`config.mk`:
```
export PLATFORM = sky130hd
export DESIGN_NAME = uart_regs_pacer
export DESIGN_NICKNAME = d
export VERILOG_FILES = /design/src/rtl/uart_pacer_pkg.sv /design/src/rtl/uart_pace_timer.sv /design/src/rtl/uart_rx_hold.sv /design/src/rtl/uart_tx_recency.sv /design/src/rtl/uart_regs_pacer.sv
export SDC_FILE = /design/constraint.sdc
export NUM_CORES = 1
export LEC_CHECK = 0
export BUFFER_PORTS_ARGS = -buffer_cell sky130_fd_sc_hd__buf_2
export CAP_MARGIN = 0
export CORE_MARGIN = 2
export CORE_UTILIZATION = 55
export CTS_CLUSTER_DIAMETER = 50
export DETAILED_ROUTE_END_ITERATION = 6
export PLACE_DENSITY = 0.76
export SLEW_MARGIN = 5
export SYNTH_ARGS = -nofsm -noshare
export SYNTH_HDL_FRONTEND = slang
export SYNTH_HIERARCHICAL = 1
export SYNTH_SLANG_ARGS = --single-unit
```
`constraint.sdc`:
```
create_clock -name clk -period 2.5 [get_ports clk]
set_input_delay 0.25 -clock clk [delete_from_list [all_inputs] [get_ports clk]]
set_output_delay 0.25 -clock clk [all_outputs]
set_load 0.03 [all_outputs]
```
`src/rtl/uart_pacer_pkg.sv`:
```
package uart_pacer_pkg;
  localparam logic [2:0] OFS_DATA = 3'd0;
  localparam logic [2:0] OFS_IER  = 3'd1;
  localparam logic [2:0] OFS_IIR  = 3'd2;
  localparam logic [2:0] OFS_LCR  = 3'd3;
  localparam logic [2:0] OFS_MCR  = 3'd4;
  localparam logic [2:0] OFS_LSR  = 3'd5;
  localparam logic [2:0] OFS_MSR  = 3'd6;
  localparam logic [2:0] OFS_SCR  = 3'd7;

  localparam logic [7:0] ID_NONE = 8'h01;
  localparam logic [7:0] ID_TXE  = 8'h02;
  localparam logic [7:0] ID_RXD  = 8'h04;
  localparam logic [7:0] LS_IDLE = 8'h60;

  localparam int EN_RX   = 0;
  localparam int EN_TX   = 1;
  localparam int LC_DIV  = 7;

  typedef struct packed {
    logic rd_data;
    logic wr_data;
    logic wr_ier;
    logic rd_iir;
  } acc_t;
endpackage

```
`src/rtl/uart_pace_timer.sv`:
```
module uart_pace_timer #(
  parameter int DELAY = 28,
  localparam int CW = $clog2(DELAY + 1)
) (
  input  logic clk,
  input  logic rst_n,
  input  logic start,
  input  logic cancel,
  output logic expire,
  output logic busy
);
  logic [CW-1:0] cnt;

  always_ff @(posedge clk) begin
    if (!rst_n)              cnt <= '0;
    else if (start)          cnt <= CW'(DELAY);
    else if (cancel)         cnt <= '0;
    else if (cnt != '0)      cnt <= cnt - 1'b1;
  end

  assign expire = (cnt == CW'(1)) && !start && !cancel;
  assign busy   = (cnt != '0);


  restart_load_chk: assert property (@(posedge clk) disable iff (!rst_n)
    start |=> (cnt == CW'(DELAY)));


  expire_once_chk: assert property (@(posedge clk) disable iff (!rst_n)
    expire |=> !expire);
endmodule

```
`src/rtl/uart_rx_hold.sv`:
```
module uart_rx_hold #(
  parameter int DW = 8
) (
  input  logic          clk,
  input  logic          rst_n,
  input  logic          rx_valid,
  input  logic [DW-1:0] rx_data,
  output logic          rx_ready,
  input  logic          pop,
  output logic          full,
  output logic [DW-1:0] data,
  output logic          arrive,
  output logic          more
);
  logic take;

  assign rx_ready = !full || pop;
  assign take     = rx_valid && rx_ready;
  assign arrive   = take && !full;
  assign more     = take && full && pop;

  always_ff @(posedge clk) begin
    if (!rst_n) begin
      full <= 1'b0;
      data <= '0;
    end else begin
      if (take) begin
        full <= 1'b1;
        data <= rx_data;
      end else if (pop) begin
        full <= 1'b0;
      end
    end
  end


  hold_keep_chk: assert property (@(posedge clk) disable iff (!rst_n)
    (full && !pop) |=> (full && $stable(data)));
endmodule

```
`src/rtl/uart_tx_recency.sv`:
```
module uart_tx_recency #(
  parameter int DELAY = 28,
  localparam int CW = $clog2(DELAY + 2)
) (
  input  logic clk,
  input  logic rst_n,
  input  logic fired,
  output logic long_ago
);
  logic [CW-1:0] age;

  always_ff @(posedge clk) begin
    if (!rst_n || fired)            age <= '0;
    else if (age != CW'(DELAY + 1)) age <= age + 1'b1;
  end

  assign long_ago = (age > CW'(DELAY));


  recency_reset_chk: assert property (@(posedge clk) disable iff (!rst_n)
    fired |=> !long_ago);
endmodule

```
`src/rtl/uart_regs_pacer.sv`:
```
module uart_regs_pacer
  import uart_pacer_pkg::*;
#(
  parameter int DELAY = 28
) (
  input  logic       clk,
  input  logic       rst_n,
  input  logic [2:0] bus_addr,
  input  logic       bus_rd,
  input  logic       bus_wr,
  input  logic [7:0] bus_wdata,
  output logic [7:0] bus_rdata,
  input  logic       rx_valid,
  input  logic [7:0] rx_data,
  output logic       rx_ready,
  output logic       tx_strobe,
  output logic [7:0] tx_byte,
  output logic       irq
);
  logic [7:0] ier, lcr, mcr, div_lo, div_hi;
  logic       rx_st, tx_st;
  logic       div_sel;
  acc_t       acc;

  logic       hold_full, hold_arrive, hold_more;
  logic [7:0] hold_data;
  logic       rx_start, rx_cancel, rx_exp, rx_busy, rx_fire;
  logic       tx_start, tx_cancel, tx_exp, tx_busy, tx_fire, tx_now;
  logic       tx_long_ago, irq_drop;

  assign div_sel     = lcr[LC_DIV];
  assign acc.rd_data = bus_rd && (bus_addr == OFS_DATA) && !div_sel;
  assign acc.wr_data = bus_wr && (bus_addr == OFS_DATA) && !div_sel;
  assign acc.wr_ier  = bus_wr && (bus_addr == OFS_IER)  && !div_sel;
  assign acc.rd_iir  = bus_rd && (bus_addr == OFS_IIR);

  uart_rx_hold #(.DW(8)) u_hold (
    .clk(clk), .rst_n(rst_n),
    .rx_valid(rx_valid), .rx_data(rx_data), .rx_ready(rx_ready),
    .pop(acc.rd_data && hold_full),
    .full(hold_full), .data(hold_data),
    .arrive(hold_arrive), .more(hold_more)
  );

  assign rx_start  = (acc.rd_data && hold_more && ier[EN_RX])
                   || (acc.wr_ier && bus_wdata[EN_RX] && hold_full)
                   || (hold_arrive && ier[EN_RX]);
  assign rx_cancel = acc.wr_ier && !bus_wdata[EN_RX];

  assign tx_now    = acc.wr_ier && bus_wdata[EN_TX] && tx_long_ago;
  assign tx_start  = (acc.wr_data && ier[EN_TX])
                   || (acc.wr_ier && bus_wdata[EN_TX] && !tx_long_ago);
  assign tx_cancel = acc.wr_ier && !bus_wdata[EN_TX];

  uart_pace_timer #(.DELAY(DELAY)) u_rx_tmr (
    .clk(clk), .rst_n(rst_n), .start(rx_start), .cancel(rx_cancel),
    .expire(rx_exp), .busy(rx_busy)
  );

  uart_pace_timer #(.DELAY(DELAY)) u_tx_tmr (
    .clk(clk), .rst_n(rst_n), .start(tx_start), .cancel(tx_cancel),
    .expire(tx_exp), .busy(tx_busy)
  );

  assign rx_fire = rx_exp && ier[EN_RX];
  assign tx_fire = (tx_exp && ier[EN_TX]) || tx_now;

  uart_tx_recency #(.DELAY(DELAY)) u_recency (
    .clk(clk), .rst_n(rst_n), .fired(tx_fire), .long_ago(tx_long_ago)
  );

  assign irq_drop = acc.rd_data || acc.wr_data
                  || (acc.wr_ier && (!bus_wdata[EN_RX] || !bus_wdata[EN_TX]));

  always_ff @(posedge clk) begin
    if (!rst_n) begin
      ier <= '0; lcr <= '0; mcr <= '0; div_lo <= '0; div_hi <= '0;
      rx_st <= 1'b0; tx_st <= 1'b0; irq <= 1'b0;
      tx_strobe <= 1'b0; tx_byte <= '0;
    end else begin
      irq <= (irq && !irq_drop) || rx_fire || tx_fire;

      if (rx_fire) rx_st <= 1'b1;
      else if (acc.rd_data && hold_full && !hold_more) rx_st <= 1'b0;

      if (tx_fire) tx_st <= 1'b1;
      else if (acc.rd_iir && !rx_st) tx_st <= 1'b0;

      tx_strobe <= acc.wr_data;
      if (acc.wr_data) tx_byte <= bus_wdata;

      if (bus_wr) begin
        unique case (bus_addr)
          OFS_DATA: if (div_sel) div_lo <= bus_wdata;
          OFS_IER:  if (div_sel) div_hi <= bus_wdata; else ier <= bus_wdata;
          OFS_LCR:  lcr <= bus_wdata;
          OFS_MCR:  mcr <= bus_wdata;
          default:  ;
        endcase
      end
    end
  end

  always_comb begin
    bus_rdata = 8'h00;
    if (bus_rd) begin
      unique case (bus_addr)
        OFS_DATA: bus_rdata = div_sel ? div_lo : (hold_full ? hold_data : 8'h00);
        OFS_IER:  bus_rdata = div_sel ? div_hi : ier;
        OFS_IIR:  bus_rdata = rx_st ? ID_RXD : (tx_st ? ID_TXE : ID_NONE);
        OFS_LCR:  bus_rdata = lcr;
        OFS_MCR:  bus_rdata = mcr;
        OFS_LSR:  bus_rdata = LS_IDLE | {7'b0, hold_full};
        default:  bus_rdata = 8'h00;
      endcase
    end
  end


  tx_pulse_chk: assert property (@(posedge clk) disable iff (!rst_n)
    tx_strobe |-> $past(bus_wr && (bus_addr == OFS_DATA)));


  irq_src_chk: assert property (@(posedge clk) disable iff (!rst_n)
    $rose(irq) |-> (rx_st || tx_st));


  iir_clr_chk: assert property (@(posedge clk) disable iff (!rst_n)
    (acc.rd_iir && !rx_st && tx_st && !tx_fire) |=> !tx_st);


  div_no_tx_chk: assert property (@(posedge clk) disable iff (!rst_n)
    (bus_wr && div_sel) |=> !tx_strobe);
endmodule

```
==> results_dict.tcl <==
set metrics [dict create \
    finalHoldViolations 0 \
    synth_edf_count 0 \
    antenna_cells 0 \
    vias 3340 \
    whs_ns 0.134 \
    ys_seq_area_share_pct 39.5 \
    synth_async_sr_flop_share_pct 0 \
    cp_cell_sequence "nor2b_1 -> a221oi_1 -> o32a_1 -> o31ai_1 -> buf_2" \
    worstHoldStart "rx_data[0]" \
    yosys_warnings 6 \
    status "complete, no violations" \
    tightest_slew_ns 0.583 \
    track_usage_pct 24.9 \
    cp-end-kind "primary output" \
    final_period_minus_worst_setup_slack_ns 2.35 \
    h-tree-depth 3 \
    grtUsageMet2_pct 39.1 \
    seq_area_mm2 0.00152 \
    path_class "register to primary output" \
    cts_tree "yes" \
    drive_gt1_share_pct 18.8 \
    rows 30 \
    finClkSkew_ns 0.00570 \
    rsz0062_at_grt "no" \
    multi_input_area_mm2 0.00215 \
    synth_cell_types 58 \
    gp_congestion 0.849 \
    dp.cells 584 \
    worstSetupPathDepth 5 \
    cp_num_buf_inv 1 \
    drtIter0Drc 310 \
    wl_um 9090 \
    busiest_layer "met2" \
    syn-num-nets 489 \
    start_util_pct 56.6 \
    grt_max_degree 38 \
    maxCapViolations 0 \
    utilization_pct 64.8 \
    cts.sinks 76 \
    peakVddDrop_mv 0.550 \
    fin_tns_setup_ns 0 \
    gr-usage-met1_pct 33.9 \
    critPathSlowestCell "dfxtp_1" \
    hp-class "input pin to register" \
    placed_cell_area_mm2 0.00418 \
    cts_root_buf "clkbuf_8" \
    fin_area_mm2 0.00440 \
    grt_pass1_vias 3168 \
    syn_to_final_growth_pct 14.3 \
    place.port_buffers 42 \
    dieWidth_um 87.7 \
    syn_inst 456 \
    chipHeight_um 87.7 \
    timing.rr.start "lcr[7]$_SDFFE_PN0P_" \
    synth_area_leaders "dfxtp_1 40%, nand2_1 11%, a21boi_0 8.0%, mux2i_1 6.0%, ha_1 2.9%" \
    grt_overflow 0 \
    critPathArrivalTime_ns 2.10 \
    timing.final.crit_share_pct 93.9 \
    cts_buffers 9 \
    ant_nets 0 \
    cp-startpoint "u_hold/full$_SDFFE_PN0P_" \
    clkTransAtPathRegs_ns 0.08 \
    pin_count 43 \
    drc 0 \
    insertion_delay_ns 0.35 \
    dp_slack_ns 0.220 \
    final_nets 532 \
    slew_violations 0 \
    crit_path_max_incr_delay_ns 0.57 \
    postCtsSetupBuffers 0 \
    clock_path_buffers 2 \
    synth_most_common_cell "nand2_1" \
    hold_depth 3 \
    grt_pass1_wl_um 15000 \
    relSlewSlack_pct 61.1 \
    place_hpwl_um 6430 \
    synth_area_per_cell_um2 8.44 \
    synth-seq-cells 76 \
    fmax_ghz 0.426 \
    syn-cell-area_mm2 0.00385 \
    ff2ff_path_depth 11 \
    critical_path.top_delay_family "compound AO/OA/AOI/OAI gates" \
    synth.top_cell.area_share_pct 39.5 \
    setup_slack_ns 0.151 \
    wl_per_cell_um 15.2 \
    use_met3_pct 6.41 \
    finalPower_mw 3.13 \
    cp-start-kind "register" \
    synthTopCellsByCount "108 x nand2_1, 76 x dfxtp_1, 41 x a21boi_0, 23 x mux2i_1, 22 x nor2_1" \
    setup_viol 0 \
    synthFlopType "dfxtp_1" \
    dieArea_mm2 0.00768 \
    fillers 590 \
    cts.repair.resized 0 \
    antenna_found_initial 0 \
    powerDensity_mw_per_mm2 712 \
    worstPathRequired_ns 2.25 \
    core_area_mm2 0.00679 \
    p_leak_nw 1.68 \
    cts_hold_buf 0 \
    fin_cells 600 \
    yosysTopAreaCell "dfxtp_1" \
    viasPerCell 5.57 \
    dr.pass1.iters 5 \
    crit_fanout 10 \
]
-- final cells by class --
type,count,area share [%]
multi-input combinational,341,48.9
clock buffer,9,2.82
inverter,12,1.02
clock inverter,7,2.25
tap,96,2.73
timing repair buffer,59,7.68
sequential,76,34.6
-- final timing paths --
check,endpoint,slack (ns)
max,bus_rdata[2],0.15
min,u_hold/data[0]$_SDFFE_PN0P_,0.13
max reg2reg,rx_st$_SDFFE_PN0P_,0.17
min reg2reg,tx_byte[7]$_SDFFE_PN0P_,0.46
-- where the power goes --
group	leakage (nW)	internal, mW	switching, mW
logic	0.954	0.320	0.359
clock network	0.110	0.567	0.475
registers	0.618	1.30	0.110
total	1.68	2.19	0.944
-- sequential cells by signal, summed over array words and instances, names as in the netlist --
signal,cells
div_lo,8
ier,8
mcr,8
irq,1
rx_st,1
u_rx_tmr/cnt,5
u_hold/data,8
u_recency/age,5
tx_strobe,1
u_tx_tmr/cnt,5
u_hold/full,1
tx_st,1
lcr,8
tx_byte,8
div_hi,8
-- placed cells by master (no fill, tap or decap), types with 2 or more instances in the layout --
cell / n
nor3b_1: 4
bufinv_16: 2
a21oi_1: 12
a32o_1: 2
a211oi_2: 2
o31ai_1: 3
nand3b_1: 2
buf_4: 17
and2_1: 3
nor4b_4: 2
and3_1: 4
ha_1: 9
nand3_1: 10
clkinv_4: 2
o21a_1: 4
or3_1: 2
a31oi_1: 3
o41ai_1: 2
xnor2_1: 6
o21ai_0: 17
a21boi_0: 41
buf_2: 42
a221oi_1: 2
nor3_1: 9
a22oi_1: 3
nor4_1: 2
nand2_1: 108
nor2_1: 22
nand2b_1: 4
clkbuf_8: 9
mux2i_1: 23
inv_2: 2
a221o_1: 2
nor2b_1: 12
inv_1: 10
dfxtp_1: 76
mux2_2: 4
-- worst register-to-register path, delay by kind of cell (launching register included) --
kind / cells / cell delay [ns]
AOI/OAI and AO/OA: 4 / 0.69
DFF: 1 / 0.48
and+or+nand+nor: 7 / 1.11
-- layer usage --
metal,vias up,wire length (um)
met2,97,4110
li1,1657,-
met3,10,485
met5,-,0
met4,0,119
met1,1576,4380
-- cell families after synthesis --
group                    Yosys count  synth area share, %
flip-flops                        76                 39.5
adder cells (fa/ha/maj)            9                 2.93
buffers and inverters             39                 4.55
XOR/XNOR                           7                 1.59
AO/OA/AOI/OAI                    104                 19.3
multiplexers                      27                 7.15
AND/OR/NAND/NOR                  194                 24.9
No activity file was read; power rests on OpenSTA's default activity.
